===== src/rtl/irqa_pkg.sv =====
package irqa_pkg;
  // Kind of decision taken at an instruction boundary
  typedef enum logic [1:0] {
    ACT_NONE  = 2'd0,
    ACT_ENTER = 2'd1,
    ACT_EXIT  = 2'd2,
    ACT_STEAL = 2'd3
  } act_e;
endpackage


===== src/rtl/irqa_prio_pick.sv =====
module irqa_prio_pick #(
  parameter int unsigned NUM_LVL  = 6,
  parameter int unsigned CS_AFTER = 1,
  localparam int unsigned LW      = $clog2(NUM_LVL + 1)
) (
  input  logic [NUM_LVL-1:0] irq_req,
  input  logic               burst_req,
  input  logic               base_req,
  input  logic [LW-1:0]      cur_lvl,
  output logic               irq_go,
  output logic [LW-1:0]      irq_lvl,
  output logic               burst_go,
  output logic               base_go
);
  localparam logic [NUM_LVL-1:0] HI_MASK = NUM_LVL'((1 << CS_AFTER) - 1);

  logic [NUM_LVL-1:0] elig;
  logic               irq_win;
  logic               cs_ok;

  // A level may preempt only if it outranks the active one (lower code)
  for (genvar l = 0; l < NUM_LVL; l++) begin : g_elig
    assign elig[l] = irq_req[l] && (LW'(l) < cur_lvl);
  end

  always_comb begin
    irq_win = 1'b0;
    irq_lvl = '0;
    for (int l = NUM_LVL - 1; l >= 0; l--) begin
      if (elig[l]) begin
        irq_win = 1'b1;
        irq_lvl = LW'(l);
      end
    end
  end

  // Steals rank below levels under CS_AFTER and above the rest
  assign cs_ok    = (cur_lvl >= LW'(CS_AFTER)) && !(|(elig & HI_MASK));
  assign burst_go = cs_ok && burst_req;
  assign base_go  = cs_ok && !burst_req && base_req;
  assign irq_go   = irq_win && !burst_go && !base_go;
endmodule


===== src/rtl/irqa_level_stack.sv =====
module irqa_level_stack #(
  parameter int unsigned DEPTH = 6,
  parameter int unsigned LW    = 3,
  localparam int unsigned SPW  = $clog2(DEPTH + 1),
  localparam int unsigned SLOTS = 1 << SPW
) (
  input  logic          clk,
  input  logic          rst_n,
  input  logic          push,
  input  logic          pop,
  input  logic [LW-1:0] push_data,
  output logic [LW-1:0] top_data,
  output logic          empty
);
  logic [LW-1:0]  mem [SLOTS];
  logic [SPW-1:0] sp_q, sp_d;
  logic [SPW-1:0] top_idx;

  assign top_idx  = sp_q - SPW'(1);
  assign top_data = mem[top_idx];
  assign empty    = (sp_q == '0);

  always_comb begin
    sp_d = sp_q;
    if (push)              sp_d = sp_q + SPW'(1);
    else if (pop && !empty) sp_d = sp_q - SPW'(1);
  end

  always_ff @(posedge clk or negedge rst_n) begin
    if (!rst_n) sp_q <= '0;
    else        sp_q <= sp_d;
  end

  // Entry storage carries no reset; only the pointer defines validity
  always_ff @(posedge clk) begin
    if (push) mem[sp_q] <= push_data;
  end
endmodule


===== src/rtl/irq_cs_arbiter.sv =====
module irq_cs_arbiter #(
  parameter int unsigned NUM_LVL  = 6,
  parameter int unsigned CS_AFTER = 1,
  localparam int unsigned LW      = $clog2(NUM_LVL + 1)
) (
  input  logic               clk,
  input  logic               rst_n,
  input  logic [NUM_LVL-1:0] irq_req,
  input  logic               cs_burst_req,
  input  logic               cs_base_req,
  input  logic               insn_boundary,
  input  logic               level_exit,
  output logic [LW-1:0]      cur_level,
  output logic               main_active,
  output logic [LW-1:0]      regset_sel,
  output logic               cr_save,
  output logic               cr_restore,
  output logic               cs_burst_gnt,
  output logic               cs_base_gnt
);
  import irqa_pkg::*;

  localparam logic [LW-1:0] MAIN_CODE = LW'(NUM_LVL);

  // reset: asynchronous assertion, synchronous release
  logic [1:0] rst_sync_q;
  logic       rst_int_n;

  always_ff @(posedge clk or negedge rst_n) begin
    if (!rst_n) rst_sync_q <= 2'b00;
    else        rst_sync_q <= {rst_sync_q[0], 1'b1};
  end
  assign rst_int_n = rst_sync_q[1];

  // arbitration
  logic          irq_go, burst_go, base_go;
  logic [LW-1:0] irq_lvl;
  logic [LW-1:0] cur_q, cur_d;
  logic          stk_push, stk_pop, stk_empty;
  logic [LW-1:0] stk_top;
  act_e          act;
  logic          save_q, save_d, rest_q, rest_d;
  logic          bgnt_q, bgnt_d, sgnt_q, sgnt_d;

  irqa_prio_pick #(.NUM_LVL(NUM_LVL), .CS_AFTER(CS_AFTER)) u_pick (
    .irq_req   (irq_req),
    .burst_req (cs_burst_req),
    .base_req  (cs_base_req),
    .cur_lvl   (cur_q),
    .irq_go    (irq_go),
    .irq_lvl   (irq_lvl),
    .burst_go  (burst_go),
    .base_go   (base_go)
  );

  irqa_level_stack #(.DEPTH(NUM_LVL), .LW(LW)) u_stack (
    .clk       (clk),
    .rst_n     (rst_int_n),
    .push      (stk_push),
    .pop       (stk_pop),
    .push_data (cur_q),
    .top_data  (stk_top),
    .empty     (stk_empty)
  );

  // decision: an exit that can pop outranks all requests at the boundary
  always_comb begin
    act = ACT_NONE;
    if (insn_boundary) begin
      if (level_exit && !stk_empty)      act = ACT_EXIT;
      else if (irq_go)                   act = ACT_ENTER;
      else if (burst_go || base_go)      act = ACT_STEAL;
    end
  end

  always_comb begin
    cur_d    = cur_q;
    stk_push = 1'b0;
    stk_pop  = 1'b0;
    save_d   = 1'b0;
    rest_d   = 1'b0;
    bgnt_d   = 1'b0;
    sgnt_d   = 1'b0;
    unique case (act)
      ACT_ENTER: begin
        stk_push = 1'b1;
        cur_d    = irq_lvl;
        save_d   = 1'b1;
      end
      ACT_EXIT: begin
        stk_pop  = 1'b1;
        cur_d    = stk_top;
        rest_d   = 1'b1;
      end
      ACT_STEAL: begin
        bgnt_d   = burst_go;
        sgnt_d   = base_go;
      end
      default: ;
    endcase
  end

  always_ff @(posedge clk or negedge rst_int_n) begin
    if (!rst_int_n) begin
      cur_q  <= MAIN_CODE;
      save_q <= 1'b0;
      rest_q <= 1'b0;
      bgnt_q <= 1'b0;
      sgnt_q <= 1'b0;
    end else begin
      cur_q  <= cur_d;
      save_q <= save_d;
      rest_q <= rest_d;
      bgnt_q <= bgnt_d;
      sgnt_q <= sgnt_d;
    end
  end

  assign cur_level    = cur_q;
  assign main_active  = (cur_q == MAIN_CODE);
  assign regset_sel   = main_active ? '0 : cur_q;
  assign cr_save      = save_q;
  assign cr_restore   = rest_q;
  assign cs_burst_gnt = bgnt_q;
  assign cs_base_gnt  = sgnt_q;
endmodule


===== config.mk =====
export PLATFORM = sky130hd
export DESIGN_NAME = irq_cs_arbiter
export DESIGN_NICKNAME = d
export VERILOG_FILES = /design/src/rtl/irqa_pkg.sv /design/src/rtl/irqa_prio_pick.sv /design/src/rtl/irqa_level_stack.sv /design/src/rtl/irq_cs_arbiter.sv
export SDC_FILE = /design/constraint.sdc
export NUM_CORES = 1
export LEC_CHECK = 0
export BUFFER_PORTS_ARGS = -buffer_cell sky130_fd_sc_hd__buf_2
export CORE_UTILIZATION = 50
export CTS_CLUSTER_SIZE = 12
export DETAILED_ROUTE_END_ITERATION = 12
export GPL_TIMING_DRIVEN = 0
export PLACE_DENSITY = 0.74
export SLEW_MARGIN = 10
export SYNTH_ARGS = -nofsm -noshare
export SYNTH_HDL_FRONTEND = slang
export SYNTH_SLANG_ARGS = --single-unit
export TNS_END_PERCENT = 5

===== constraint.sdc =====
create_clock -name clk -period 1.2 [get_ports clk]
set_input_delay 0.24 -clock clk [delete_from_list [all_inputs] [get_ports clk]]
set_output_delay 0.24 -clock clk [all_outputs]
set_load 0.005 [all_outputs]

# Yosys cells after proc, flatten, opt, wreduce, memory -nomap -nowiden
# Memory sizes are Yosys's and may differ from the RTL's.
# Cells that the tools add are included.
[word_totals]
wordCells = 70
reg_bits = 12
input_bits = 12
out_inout_bits = 11
mem_bits_rw = 24
n_memories = 1
[classes]
n_eq_ne = 4
n_reduce_logical = 23
magnitude_cmp = 7
muxes = 26
addsub = 2
[memory_table]
columns = ["memory", "depth", "width", "rd", "rd_ports_with_merged_regs", "wr", "line_no", "source"]
rows = [
  ["u_stack.mem", 8, 3, 1, 0, 1, "irqa_level_stack.sv:15", "logic [LW-1:0] mem [SLOTS];"],
]
[ops]
columns = ["cell", "n"]
rows = [
  ["two-way mux 3 bit", 9],
  ["logical AND 1 bit", 14],
  ["two-way mux 1 bit", 12],
  ["two-way mux 2 bit", 4],
  ["less-than comparator 1 x 3 -> 1 bit (first input constant)", 2],
  ["less-than comparator 2 x 3 -> 1 bit (first input constant)", 2],
  ["less-than comparator 3 bit (first input constant)", 2],
  ["case mux 3 bit (2 select lines)", 1],
  ["zero test 1 bit", 5],
  ["equality test 2 bit (second input constant)", 2],
  ["nonzero test 2 bit", 2],
  ["adder 3 x 1 -> 3 bit (second input constant)", 1],
  ["equality test 3 bit (second input constant)", 1],
  [">= comparator 3 x 1 -> 1 bit (second input constant)", 1],
  ["zero test 3 bit", 1],
  ["subtractor 3 x 1 -> 3 bit (second input constant)", 1],
  ["equality test 2 x 1 -> 1 bit (second input constant)", 1],
  ["logical OR 1 bit", 1],
]

# Logic depth before layout (Yosys ltp)
[logic_depth]
ltp_word = 18
mapped_depth = 12
depth_no_buf = 10

# By module
# A second synthesis with hierarchy kept.
[hier_totals]
hier_cells = 129
area_unflattened_um2 = 1783.0
[modules_own_cells]
columns = ["module", "instances", "area_each_um2", "seq_area_each_um2", "cells_each"]
rows = [
  ["irqa_level_stack", 1, 1208.7, 795.8, 71],
  ["irq_cs_arbiter", 1, 420.4, 227.7, 36],
  ["irqa_prio_pick", 1, 153.9, 0.0, 22],
]

# Worst setup path after synthesis
# OpenSTA, ideal clock, no wires.
[synth_timing]
path_type = "reg-to-reg"
from = "reg cur_q[1], in the netlist cur_level[1]"
to = "mem u_stack.mem[2][0], enable pin"
synth_period_minus_slack_ps = 2532
setup_time_ps = 345
required_ps = 855
path_buffers = 2
path_stages_with_launch = 10
path_slack_ps = -1332
t_arrival_ps = 2187
path_cell_list = "dfstp_2 clkbuf_1 nor3_1 nor2_1 o21a_1 o311a_1 ha_1 clkbuf_1 nand2_1 nor3_1"
[synth_between]
elab_chain_cells = 17
elab_cells_between_ends = 37
cone_classes = "order compare: 7; eq/ne: 1; mux: 13; reduce/logical: 16"
[synth_lines]
columns = ["item", "line_no", "source"]
rows = [
  ["from (decl)", "irq_cs_arbiter.sv:38", "logic [LW-1:0] cur_q, cur_d;"],
  ["from (signal assigned)", "irq_cs_arbiter.sv:111", "cur_q <= cur_d;"],
  ["less-than comparator 3 bit", "irqa_prio_pick.sv:23", "assign elig[l] = irq_req[l] && (LW'(l) < cur_lvl);"],
  ["logical AND 1 bit", "irqa_prio_pick.sv:23", ""],
  ["two-way mux 1 bit (6 in series)", "irqa_prio_pick.sv:30", "if (elig[l]) begin"],
  ["logical AND 1 bit (2 in series)", "irqa_prio_pick.sv:41", "assign irq_go = irq_win && !burst_go && !base_go;"],
  ["two-way mux 2 bit *", "irq_cs_arbiter.sv:71", "else if (irq_go) act = ACT_ENTER;"],
  ["two-way mux 2 bit *", "irq_cs_arbiter.sv:70", "if (level_exit && !stk_empty) act = ACT_EXIT;"],
  ["two-way mux 2 bit *", "irq_cs_arbiter.sv:69", "if (insn_boundary) begin"],
  ["equality test 2 x 1 -> 1 bit *", "-", ""],
  ["two-way mux 1 bit *", "-", ""],
  ["net save_d", "irq_cs_arbiter.sv:42", "logic save_q, save_d, rest_q, rest_d;"],
  ["two-way mux 1 bit *", "irqa_level_stack.sv:36", "if (push) mem[sp_q] <= push_data;"],
  ["two-way mux 1 bit (not written as such) *", "irqa_level_stack.sv:36", ""],
  ["to (decl)", "irqa_level_stack.sv:15", ""],
]
# The timed path passes the listed nets; every way through them passes the cells marked *.

# Worst setup path after layout
[layout_timing]
from = "reg cur_q[2], in the netlist cur_level[2]"
to = "mem u_stack.mem[0][0], enable pin"
# Same word-level chain as after synthesis.

==> impl_results.md <==
* Clock Latency Late Sink at 0.35 ns
* Mapped cell area at around 1700 µm²
* Top FF cell, synth: edfxtp_1
* R2R Path Start: cur_level[2]$_DFFE_PN1P_
* Arrival time worst endpoint at roughly 2.3 ns
* WP data required at 1.23 ns
* CTS tree: done
* Failing checks: setup timing
* Synth Area per Inst at 13.17 µm²
* CP max stage cell: dfstp_2
* RSZ-0062 raised after global routing: yes
* # fillers at roughly 200
* Die Height at between 60 and 70 µm
* Die area at between 3000 and 4000 µm²
* Final count of pins violating max slew at 0
* Die Wd at 60.30 µm
* Utilization after layout at between 70 and 80%
* Peak supply drop at ~1200 µV
* Final ANT Viol Nets at 0
* Final count of hold timing violations at 0
* Ys async rst share at approximately a third
* Diode count at 0
* Vias in the first global route at ~1.2k
* Global-route usage over all layers at around 22%
* Type of origin of the critical path: flip-flop
* RePlAce Congestion at ~0.74
* Setup violators final at between 40 and 50
* Vias post-DR at roughly 1.2k
* CTS Buffer Depth at 2
* Largest net degree at the start of global routing at 11
* Root Driver: clkbuf_4
* HP Class: input port to flip-flop
* DP Wirelength at 2.300 mm
* Worst-path clk slew at 0.10 ns
* FP Rows at 20
* DRC violations left at 0
* Cell class contributing the biggest share of worst-path delay: flip-flops
* First-pass GRT wire length at ~5.5 mm
* Nets at 192
* Most frequent CP cell: buf_8
* Status: finished with violations
* Critical Path Start: cur_level[2]$_DFFE_PN1P_
* H-Tree Level Count at 2
* Gate Count Post-Synth at approximately 130
* Pwr/cell area at 2255 nW/µm²
* CTS Sinks at 36
* Max-cap viol count at 0
* Drt pass-1 iters at 6
* Commonest non-fill, non-tap cell in the layout: edfxtp_1
* Initial Util at 54.32%
* Most frequent cells in the layout: edfxtp_1 (24), buf_2 (22), buf_4 (12)
* Pre-CTS WS at -1.301 ns
* Syn_nets at 147
* Critical-path cell list: buf_8, nor3_2, nor2_2, o21a_1, o311a_1, ha_2, buf_8, nand2_4, nor3_4
* Final Skew at around 0.014 ns
* Total power at approximately 5.1 mW
* Hold path startpoint: cs_burst_req
* Vias per inst at ~5.5
* Core ar. at roughly 3100 µm²
* Io pins at 23
* Grt ovf at 0
* Netlist cell types at 38
* I/O Buffers at 22
* Critical path buffers and inverters at 2
* Crit path largest cell delay at approximately 0.57 ns
* Max FO, Critical Path at 6
* Leakage at 0.9130 nW
* Crit Path Class: flip-flop to flip-flop
* Number of flops mapped to enable cells by yosys at 24
* Antenna violations before repair at 0
* Fmax at about 0.43 GHz
* Minimum clock period at roughly 2.3 ns
* #FFs+latches synth at 36
* Layout area overhead at 33.87%
* Routed length per instance at between 15 and 20 µm
* Setup WS post-layout at -1.113 ns
* DRT iter0 DRCs at 52
* Setup Total Neg Slack at -35.83 ns
* Sequential area share after synthesis at about three fifths
* Hold_ws at roughly 0.16 ns
* Fin crit share at 192.7%
* CTS buffer count at 5
* Layout cell share with drive strength beyond 1 at about half
* DRT Wirelength at roughly 3.6 mm
* Ys Warns at 0
* Crit end category: flip-flop
[flip-flops by register name, summed over array words and instances (netlist names)]
register      count
cur_level         3
cr_restore        1
cr_save           1
u_stack.mem      24
u_stack.sp_q      3
rst_sync_q        2
cs_burst_gnt      1
cs_base_gnt       1
[layer usage]
metal,vias to the layer above,GRT usage [%],share of wire [%]
met5,-,0,0
met4,0,11.30,3.0
met3,12,4.978,3.4
met2,36,37.68,53
met1,592,25.87,41
li1,566,-,-
[path summary, 6_finish.rpt]
kind | end | slack, ns | cells after the start
min | cs_burst_gnt$_DFF_PN0_ | 0.16 | 2
min in group asynchronous | u_stack.sp_q[2]$_DFFE_PN0P_ | 0.17 | 0
min reg2reg | u_stack.sp_q[2]$_DFFE_PN0P_ | 0.17 | 0
max in group asynchronous | cur_level[1]$_DFFE_PN1P_ | 0.71 | 0
max | u_stack.mem[0][0]$_DFFE_PP_ | -1.11 | 9
max reg2reg | u_stack.mem[0][0]$_DFFE_PP_ | -1.11 | 9
[worst register-to-register path: cells and delay by family, from the launching register on]
kind,cells,cell delay (ns)
compound gates,2,0.44
fa+ha+maj,1,0.21
buf+inv,2,0.26
flops,1,0.57
simple gates,4,0.52
[final cells by class]
class                   count  area [µm²]  area share (%)
flip-flops and latches     36        1027           45.16
clock inverters             1       3.754          0.1650
repair buffers             38       260.3           11.44
multi-input cells          80       770.7           33.88
plain buffers               8       93.84           4.125
well taps                  44       55.05           2.420
clock buffers               7       45.04           1.980
inverters                   5       18.77          0.8251
[cell usage after synthesis, drive strengths merged, types with 2 or more instances]
master | n | share of area, %
edfxtp | 24 | 42
dfstp | 2 | 3.1
inv | 5 | 1.1
a21boi | 2 | 0.88
ha | 6 | 4.4
mux4 | 6 | 8.4
o21a | 2 | 0.88
clkbuf | 6 | 1.3
nand2 | 10 | 2.2
dfrtp | 10 | 15
o21ai | 4 | 1.2
nand2b | 3 | 1.1
buf | 2 | 0.59
mux2 | 3 | 2.0
nor2 | 12 | 2.7
nor3 | 3 | 0.88
a21oi | 5 | 1.5
and3 | 3 | 1.1
o31ai | 2 | 0.88
a31oi | 2 | 0.74
[metrics by stage]
step	area, µm²	instances
after floorplan	1793	129
final	2275	219
after CTS	2202	216
after detailed placement	1958	195
after global placement	1958	195
after global routing	2275	219
[report_power, final]
part           switching, mW  internal, mW
logic                   1.35          1.38
registers              0.160          1.63
clock network          0.383         0.225
total                   1.89          3.24
[kinds of logic after synthesis]
| logic type | after synthesis | share of synthesized area [%] |
|---|---|---|
| AO/OA/AOI/OAI | 26 | 10.46 |
| XOR/XNOR | 2 | 1.031 |
| adder cells (fa/ha/maj) | 6 | 4.418 |
| buffers and inverters | 13 | 3.019 |
| flip-flops | 36 | 60.24 |
| multiplexers | 9 | 10.38 |
| other | 1 | 0.2207 |
| AND/OR/NAND/NOR | 36 | 10.24 |
[repair_timing]
action                     4_1_cts  5_1_grt
gates resized for setup         27       10
gates cloned                     1        1
buffers inserted                11        2
pin swaps                        9        6
hold endpoints to repair         2        0
hold buffers                     1        0
setup endpoints to repair       41       41
No activity file was read; power rests on OpenSTA's default activity.
